## config.mk

```make
export PLATFORM = sky130hd
export DESIGN_NAME = xor_corner_turner
export DESIGN_NICKNAME = d
export VERILOG_FILES = /design/src/rtl/ctn_pkg.sv /design/src/rtl/ctn_swap_col.sv /design/src/rtl/ctn_shuffle.sv /design/src/rtl/ctn_stage.sv /design/src/rtl/xor_corner_turner.sv
export SDC_FILE = /design/constraint.sdc
export NUM_CORES = 1
export LEC_CHECK = 0
export BUFFER_PORTS_ARGS = -buffer_cell sky130_fd_sc_hd__buf_2
export CORE_UTILIZATION = 25
export DETAILED_ROUTE_END_ITERATION = 12
export GPL_TIMING_DRIVEN = 0
export PLACE_DENSITY_LB_ADDON = 0.1
export SLEW_MARGIN = 20
export SYNTH_ARGS = -nofsm -noshare
export SYNTH_HDL_FRONTEND = slang
export SYNTH_SLANG_ARGS = --single-unit
export TNS_END_PERCENT = 20
```

## constraint.sdc

```tcl
create_clock -name clk -period 1.32 [get_ports clk]
set_clock_uncertainty 0.05 [all_clocks]
set_input_delay 0.264 -clock clk [delete_from_list [all_inputs] [get_ports clk]]
set_output_delay 0.264 -clock clk [all_outputs]
set_load 0.1 [all_outputs]
```

## src/rtl/ctn_pkg.sv

```systemverilog
`timescale 1ns/1ps
package ctn_pkg;
    // destination lane of lane j under a perfect shuffle of `lanes` lanes
    function automatic int unsigned shuffle_dst(int unsigned j, int unsigned lanes);
        return (2 * j < lanes) ? 2 * j : 2 * j - lanes + 1;
    endfunction

    // control bit consumed by a layer so that the full network yields i XOR c
    function automatic int unsigned layer_ctrl_bit(int unsigned layer, int unsigned n);
        return (n - layer) % n;
    endfunction

    // rotate an n-bit index right by one
    function automatic int unsigned rotr_idx(int unsigned v, int unsigned n);
        return (v >> 1) | ((v & 1) << (n - 1));
    endfunction
endpackage

```

## src/rtl/ctn_swap_col.sv

```systemverilog
`timescale 1ns/1ps
module ctn_swap_col #(
    parameter int LANES  = 8,
    parameter int DATA_W = 8
) (
    input  logic                      sel,
    input  logic [LANES*DATA_W-1:0]   din,
    output logic [LANES*DATA_W-1:0]   dout
);
    localparam int PAIRS = LANES / 2;

    for (genvar k = 0; k < PAIRS; k++) begin : g_cell
        localparam int LO = (2 * k) * DATA_W;
        localparam int HI = (2 * k + 1) * DATA_W;
        assign dout[LO +: DATA_W] = sel ? din[HI +: DATA_W] : din[LO +: DATA_W];
        assign dout[HI +: DATA_W] = sel ? din[LO +: DATA_W] : din[HI +: DATA_W];
    end
endmodule

```

## src/rtl/ctn_shuffle.sv

```systemverilog
`timescale 1ns/1ps
module ctn_shuffle #(
    parameter int LANES  = 8,
    parameter int DATA_W = 8,
    parameter bit ENABLE = 1'b1
) (
    input  logic [LANES*DATA_W-1:0] din,
    output logic [LANES*DATA_W-1:0] dout
);
    for (genvar j = 0; j < LANES; j++) begin : g_wire
        localparam int DST = ENABLE ? int'(ctn_pkg::shuffle_dst(j, LANES)) : j;
        assign dout[DST*DATA_W +: DATA_W] = din[j*DATA_W +: DATA_W];
    end
endmodule

```

## src/rtl/ctn_stage.sv

```systemverilog
`timescale 1ns/1ps
module ctn_stage #(
    parameter int LANES      = 8,
    parameter int DATA_W     = 8,
    parameter int CTRL_W     = 3,
    parameter int LAYER      = 0,
    parameter bit DO_SHUFFLE = 1'b1,
    parameter bit REGISTERED = 1'b1
) (
    input  logic                    clk,
    input  logic                    rst_n,
    input  logic [CTRL_W-1:0]       ctrl_in,
    input  logic [LANES*DATA_W-1:0] din,
    output logic [CTRL_W-1:0]       ctrl_out,
    output logic [LANES*DATA_W-1:0] dout
);
    localparam int VEC_W   = LANES * DATA_W;
    localparam int SEL_BIT = int'(ctn_pkg::layer_ctrl_bit(LAYER, CTRL_W));

    logic [VEC_W-1:0] swapped;
    logic [VEC_W-1:0] shuffled;

    ctn_swap_col #(.LANES(LANES), .DATA_W(DATA_W)) u_swap (
        .sel  (ctrl_in[SEL_BIT]),
        .din  (din),
        .dout (swapped)
    );

    ctn_shuffle #(.LANES(LANES), .DATA_W(DATA_W), .ENABLE(DO_SHUFFLE)) u_shuf (
        .din  (swapped),
        .dout (shuffled)
    );

    if (REGISTERED) begin : g_reg
        typedef struct packed {
            logic [VEC_W-1:0]  data;
            logic [CTRL_W-1:0] ctrl;
        } stage_t;

        stage_t st_d, st_q;

        always_comb begin
            st_d.data = shuffled;
            st_d.ctrl = ctrl_in;
        end

        always_ff @(posedge clk or negedge rst_n) begin
            if (!rst_n) st_q <= '0;
            else        st_q <= st_d;
        end

        assign dout     = st_q.data;
        assign ctrl_out = st_q.ctrl;
    end else begin : g_comb
        assign dout     = shuffled;
        assign ctrl_out = ctrl_in;
    end

    // ---------------- assertions ----------------
    logic [DATA_W-1:0] fold_in, fold_mid;
    always_comb begin
        fold_in  = '0;
        fold_mid = '0;
        for (int k = 0; k < LANES; k++) begin
            fold_in  = fold_in  ^ din[k*DATA_W +: DATA_W];
            fold_mid = fold_mid ^ shuffled[k*DATA_W +: DATA_W];
        end
    end

    always @(posedge clk) begin
        if (rst_n) begin
            AST_XOR_KEEP: assert (fold_in == fold_mid) else $error("layer lost data");
            for (int k = 0; k < LANES; k++) begin
                int unsigned dst;
                dst = int'(k) ^ int'(ctrl_in[SEL_BIT]);
                if (DO_SHUFFLE) dst = ctn_pkg::shuffle_dst(dst, LANES);
                AST_LANE_MAP: assert (shuffled[dst*DATA_W +: DATA_W] == din[k*DATA_W +: DATA_W])
                    else $error("layer routed lane %0d wrongly", k);
            end
        end
    end
endmodule

```

## src/rtl/xor_corner_turner.sv

```systemverilog
`timescale 1ns/1ps
module xor_corner_turner #(
    parameter int LANES             = 8,
    parameter int DATA_W            = 8,
    parameter bit PIPELINED         = 1'b1,
    parameter bit KEEP_LAST_SHUFFLE = 1'b1
) (
    input  logic                          clk,
    input  logic                          rst_n,
    input  logic [$clog2(LANES)-1:0]      ctrl_in,
    input  logic [LANES*DATA_W-1:0]       lanes_in,
    output logic [LANES*DATA_W-1:0]       lanes_out
);
    localparam int CTRL_W = $clog2(LANES);
    localparam int VEC_W  = LANES * DATA_W;
    localparam int LAT    = PIPELINED ? CTRL_W : 0;

    logic [VEC_W-1:0]  lane_bus [0:CTRL_W];
    logic [CTRL_W-1:0] ctrl_bus [0:CTRL_W];

    assign lane_bus[0] = lanes_in;
    assign ctrl_bus[0] = ctrl_in;

    for (genvar l = 0; l < CTRL_W; l++) begin : g_layer
        localparam bit SHUF = (l < CTRL_W - 1) || KEEP_LAST_SHUFFLE;
        ctn_stage #(
            .LANES(LANES), .DATA_W(DATA_W), .CTRL_W(CTRL_W), .LAYER(l),
            .DO_SHUFFLE(SHUF), .REGISTERED(PIPELINED)
        ) u_stage (
            .clk      (clk),
            .rst_n    (rst_n),
            .ctrl_in  (ctrl_bus[l]),
            .din      (lane_bus[l]),
            .ctrl_out (ctrl_bus[l+1]),
            .dout     (lane_bus[l+1])
        );
    end

    assign lanes_out = lane_bus[CTRL_W];

    // ---------------- assertions ----------------
    if (PIPELINED) begin : g_chk_pipe
        localparam int FILL_W = $clog2(LAT + 1);
        logic [FILL_W-1:0] fill_d, fill_q;

        always_comb begin
            fill_d = (fill_q == FILL_W'(LAT)) ? fill_q : fill_q + 1'b1;
        end

        always_ff @(posedge clk or negedge rst_n) begin
            if (!rst_n) fill_q <= '0;
            else        fill_q <= fill_d;
        end

        AST_FLUSH_ZERO: assert property (@(posedge clk) disable iff (!rst_n)
            (fill_q < FILL_W'(LAT)) |-> (lanes_out == '0 && ctrl_bus[CTRL_W] == '0));
    end else begin : g_chk_comb
        always @(posedge clk) begin
            if (rst_n) begin
                for (int k = 0; k < LANES; k++) begin
                    int unsigned dst;
                    dst = int'(k) ^ int'(ctrl_bus[CTRL_W]);
                    if (!KEEP_LAST_SHUFFLE) dst = ctn_pkg::rotr_idx(dst, CTRL_W);
                    AST_XOR_MAP: assert (lanes_out[dst*DATA_W +: DATA_W] == lanes_in[k*DATA_W +: DATA_W])
                        else $error("lane %0d misrouted", k);
                end
            end
        end
    end
endmodule

```

==> impl_metrics.py <==
metrics = {
    "critical_path": {
        "end_kind": "output pin",
        "crit_required_ns": 1.01,
        "path_class": "flip-flop to output pin",
        "critical_path.max_stage_delay_ns": 0.41,
        "crit_family": "flip-flops",
        "cp_slowest_cell": "sky130_fd_sc_hd__dfrtp_1",
        "ff2ff_setup_slack_ns": 0.04,
        "worstSetupStartpointType": "flip-flop",
        "cp.arrival_ns": 1.01,
        "cp_max_fo": 1,
        "crit_buf_inv": 1,
        "critical_path.cell_chain": "buf_12",
    },
    "die": {
        "design.portCount": 133,
        "die_w_um": 173,
        "std_cell_rows": 62,
        "design.die.area_um2": 30000,
        "die_y_um": 173,
        "core_area_um2": 28800,
        "initial_utilization_pct": 25.4,
    },
    "routing": {
        "ant_nets": 0,
        "vias_per_cell": 4.04,
        "m1WireLength_um": 8010,
        "drt-initial-drc-count": 121,
        "wire_per_inst_um": 18.2,
        "met2WireLength_um": 8780,
        "met3WireLength_um": 574,
        "first_pass_iters": 4,
        "maxUsedRoutingLayer": "met4",
        "dr_total_vias": 3870,
        "post-route-drc-count": 0,
        "wirelength_um": 17500,
    },
    "outcome": {
        "run_status": "finished, violations left",
        "failed_checks": "hold timing, setup timing",
    },
    "timing": {
        "fmax_ghz": 0.753,
        "worst-slew-pin-transition_ns": 0.397,
        "slew_violations": 0,
        "layout_worst_path_cycle_share_pct": 101,
        "final_layout_worst_hold_slack_ns": -0.316,
        "slew_headroom_pct": 73.5,
        "timing.final.setup_violations": 10,
        "final_hold_viol_count": 47,
        "rsz_0062_raised_after_global_routing": "yes",
        "setup_ws_ns": -0.00861,
        "layout_min_cycle_time_ns": 1.33,
    },
    "logic_synthesis": {
        "synth.cell_area_um2": 7320,
        "syn-instance-count": 408,
        "syn-num-nets": 477,
        "netlist_top_cells_area": "sky130_fd_sc_hd__dfrtp_1 67%, sky130_fd_sc_hd__mux2_2 30%, sky130_fd_sc_hd__clkbuf_8 3.4%",
        "synthesis.area_per_instance_um2": 17.9,
        "synth_warnings": 0,
        "synth_top_area_cell": "sky130_fd_sc_hd__dfrtp_1",
        "synth_top_area_share_pct": 66.6,
        "ys_types": 4,
        "ys_seq_area_share_pct": 66.6,
        "ys_ff_latch": 195,
    },
    "final_layout": {
        "layout-drive-gt1-share_pct": 65.4,
        "post-route-util_pct": 34.3,
        "num-nets-final": 631,
        "fillerInstances": 2769,
        "final_cell_area_um2": 9870,
        "diodes": 0,
        "layout.cells.most_common": "sky130_fd_sc_hd__dfrtp_1",
        "mostFrequentLayoutCells": "195 x sky130_fd_sc_hd__dfrtp_1, 192 x sky130_fd_sc_hd__mux2_2, 66 x sky130_fd_sc_hd__buf_2",
        "syn_to_final_growth_pct": 34.8,
    },
    "global_route": {
        "overflow": 0,
        "grt_start_max_net_pins": 78,
        "number_of_antenna_violations_at_the_first_check_in_global_routing": 0,
        "grt_first_pass_wirelength_um": 26700,
        "grt_pass1_vias": 4404,
        "grt_util_all_layers_pct": 12.3,
    },
    "placement": {
        "placement.io_buffers": 131,
        "dpl-instance-area_um2": 8520,
        "pre_cts_slack_ns": -0.0594,
        "post-dp-hpwl_um": 12700,
        "gp_congestion": 0.766,
    },
    "flow_run": {
        "maxCapViolations": 0,
    },
    "cts": {
        "clk_pin_slew_ns": 0.07,
        "tritoncts": "yes",
        "clk_latency_ns": 0.42,
        "hold_buffers": 2,
        "cts_root_buffer": "sky130_fd_sc_hd__clkbuf_16",
        "clock_path_buffers": 2,
        "cts.sink_count": 195,
        "cts_made_buffers": 17,
        "cts_htree_levels": 4,
    },
    "hold_path": {
        "min-delay-path-class": "input port to async pin",
    },
    "power": {
        "cellLeakagePower_nw": 4.27,
        "power.ir.vdd_worst_v": 0.000843,
        "p_total_mw": 15.8,
        "power.density_cell_area_nw_per_um2": 1600,
    },
}
==> metrics by stage <==
| step | setup TNS [ns] | std cells | hold slack [ns] |
|---|---|---|---|
| CTS | -1.18 | 959 | -0.323 |
| finish | -0.0487 | 959 | -0.316 |
| floorplan | 0 | 408 | -0.0816 |
| global placement | -651.32 | 923 | 0.290 |
| detailed placement | -4.04 | 925 | 0.139 |
| global route | -2.35 | 959 | -0.309 |
==> per-layer routing <==
layer | vias to the layer above | track usage, %
li1 | 1732 | -
met1 | 2045 | 16.0
met2 | 86 | 20.8
met3 | 7 | 2.92
met4 | 0 | 2.54
met5 | - | 0
==> kinds of logic after synthesis <==
family                 after synthesis  share of synthesized area [%]
DFF                                195                           66.6
muxes                              192                           29.5
buffers and inverters               21                           3.84
==> final timing paths <==
path	start	endpoint	cells past startpoint
max	g_layer[2].u_stage.dout[18]	lanes_out[18]	1
min	rst_n	g_layer[2].u_stage.dout[21]	1
max in group asynchronous	rst_n	g_layer[0].u_stage.dout[35]	3
min in group clk	lanes_in[32]	g_layer[0].u_stage.dout[24]	2
min reg2reg	g_layer[0].u_stage.ctrl_out[1]	g_layer[1].u_stage.ctrl_out[1]	0
max reg2reg	g_layer[0].u_stage.ctrl_out[2]	g_layer[1].u_stage.dout[9]	3
==> state kept, by name (all words and copies together) (netlist names) <==
| name | cells |
|---|---|
| g_layer.u_stage.dout | 192 |
| g_layer.u_stage.ctrl_out | 3 |
==> area by class of cell <==
type	instances	area, µm²	area share, %
Timing Repair Buffer	135	1510	15.3
Buffer	21	298	3.02
Tap cell	384	480	4.87
Multi-Input combinational cell	192	2160	21.9
Clock buffer	20	447	4.53
Sequential cell	195	4880	49.4
Clock inverter	12	96.3	0.976
==> power by group <==
group	internal [mW]	leakage (nW)	switching [mW]	total, mW
registers	6.58	2.27	0.358	6.93
clock network	2.51	0.265	2.34	4.84
logic	1.48	1.73	2.54	4.02
==> synth_stat cells (all sizes together) <==
cell / n
dfrtp: 195
clkbuf: 18
buf: 3
mux2: 192
==> worst register-to-register path, cell delays in order (launching register included) <==
cell	delay, ns
sky130_fd_sc_hd__dfrtp_1	0.34
sky130_fd_sc_hd__buf_6	0.17
sky130_fd_sc_hd__clkbuf_8	0.23
sky130_fd_sc_hd__mux2_2	0.37
==> repair_timing <==
| action | in CTS | in global routing |
|---|---|---|
| pin swaps | 0 | 0 |
| gates resized for setup | 198 | 24 |
| setup endpoints to repair | 69 | 84 |
| endpoints found under the hold margin | 49 | 47 |
| buffers inserted | 0 | 0 |
No activity file was read; power rests on OpenSTA's default activity.
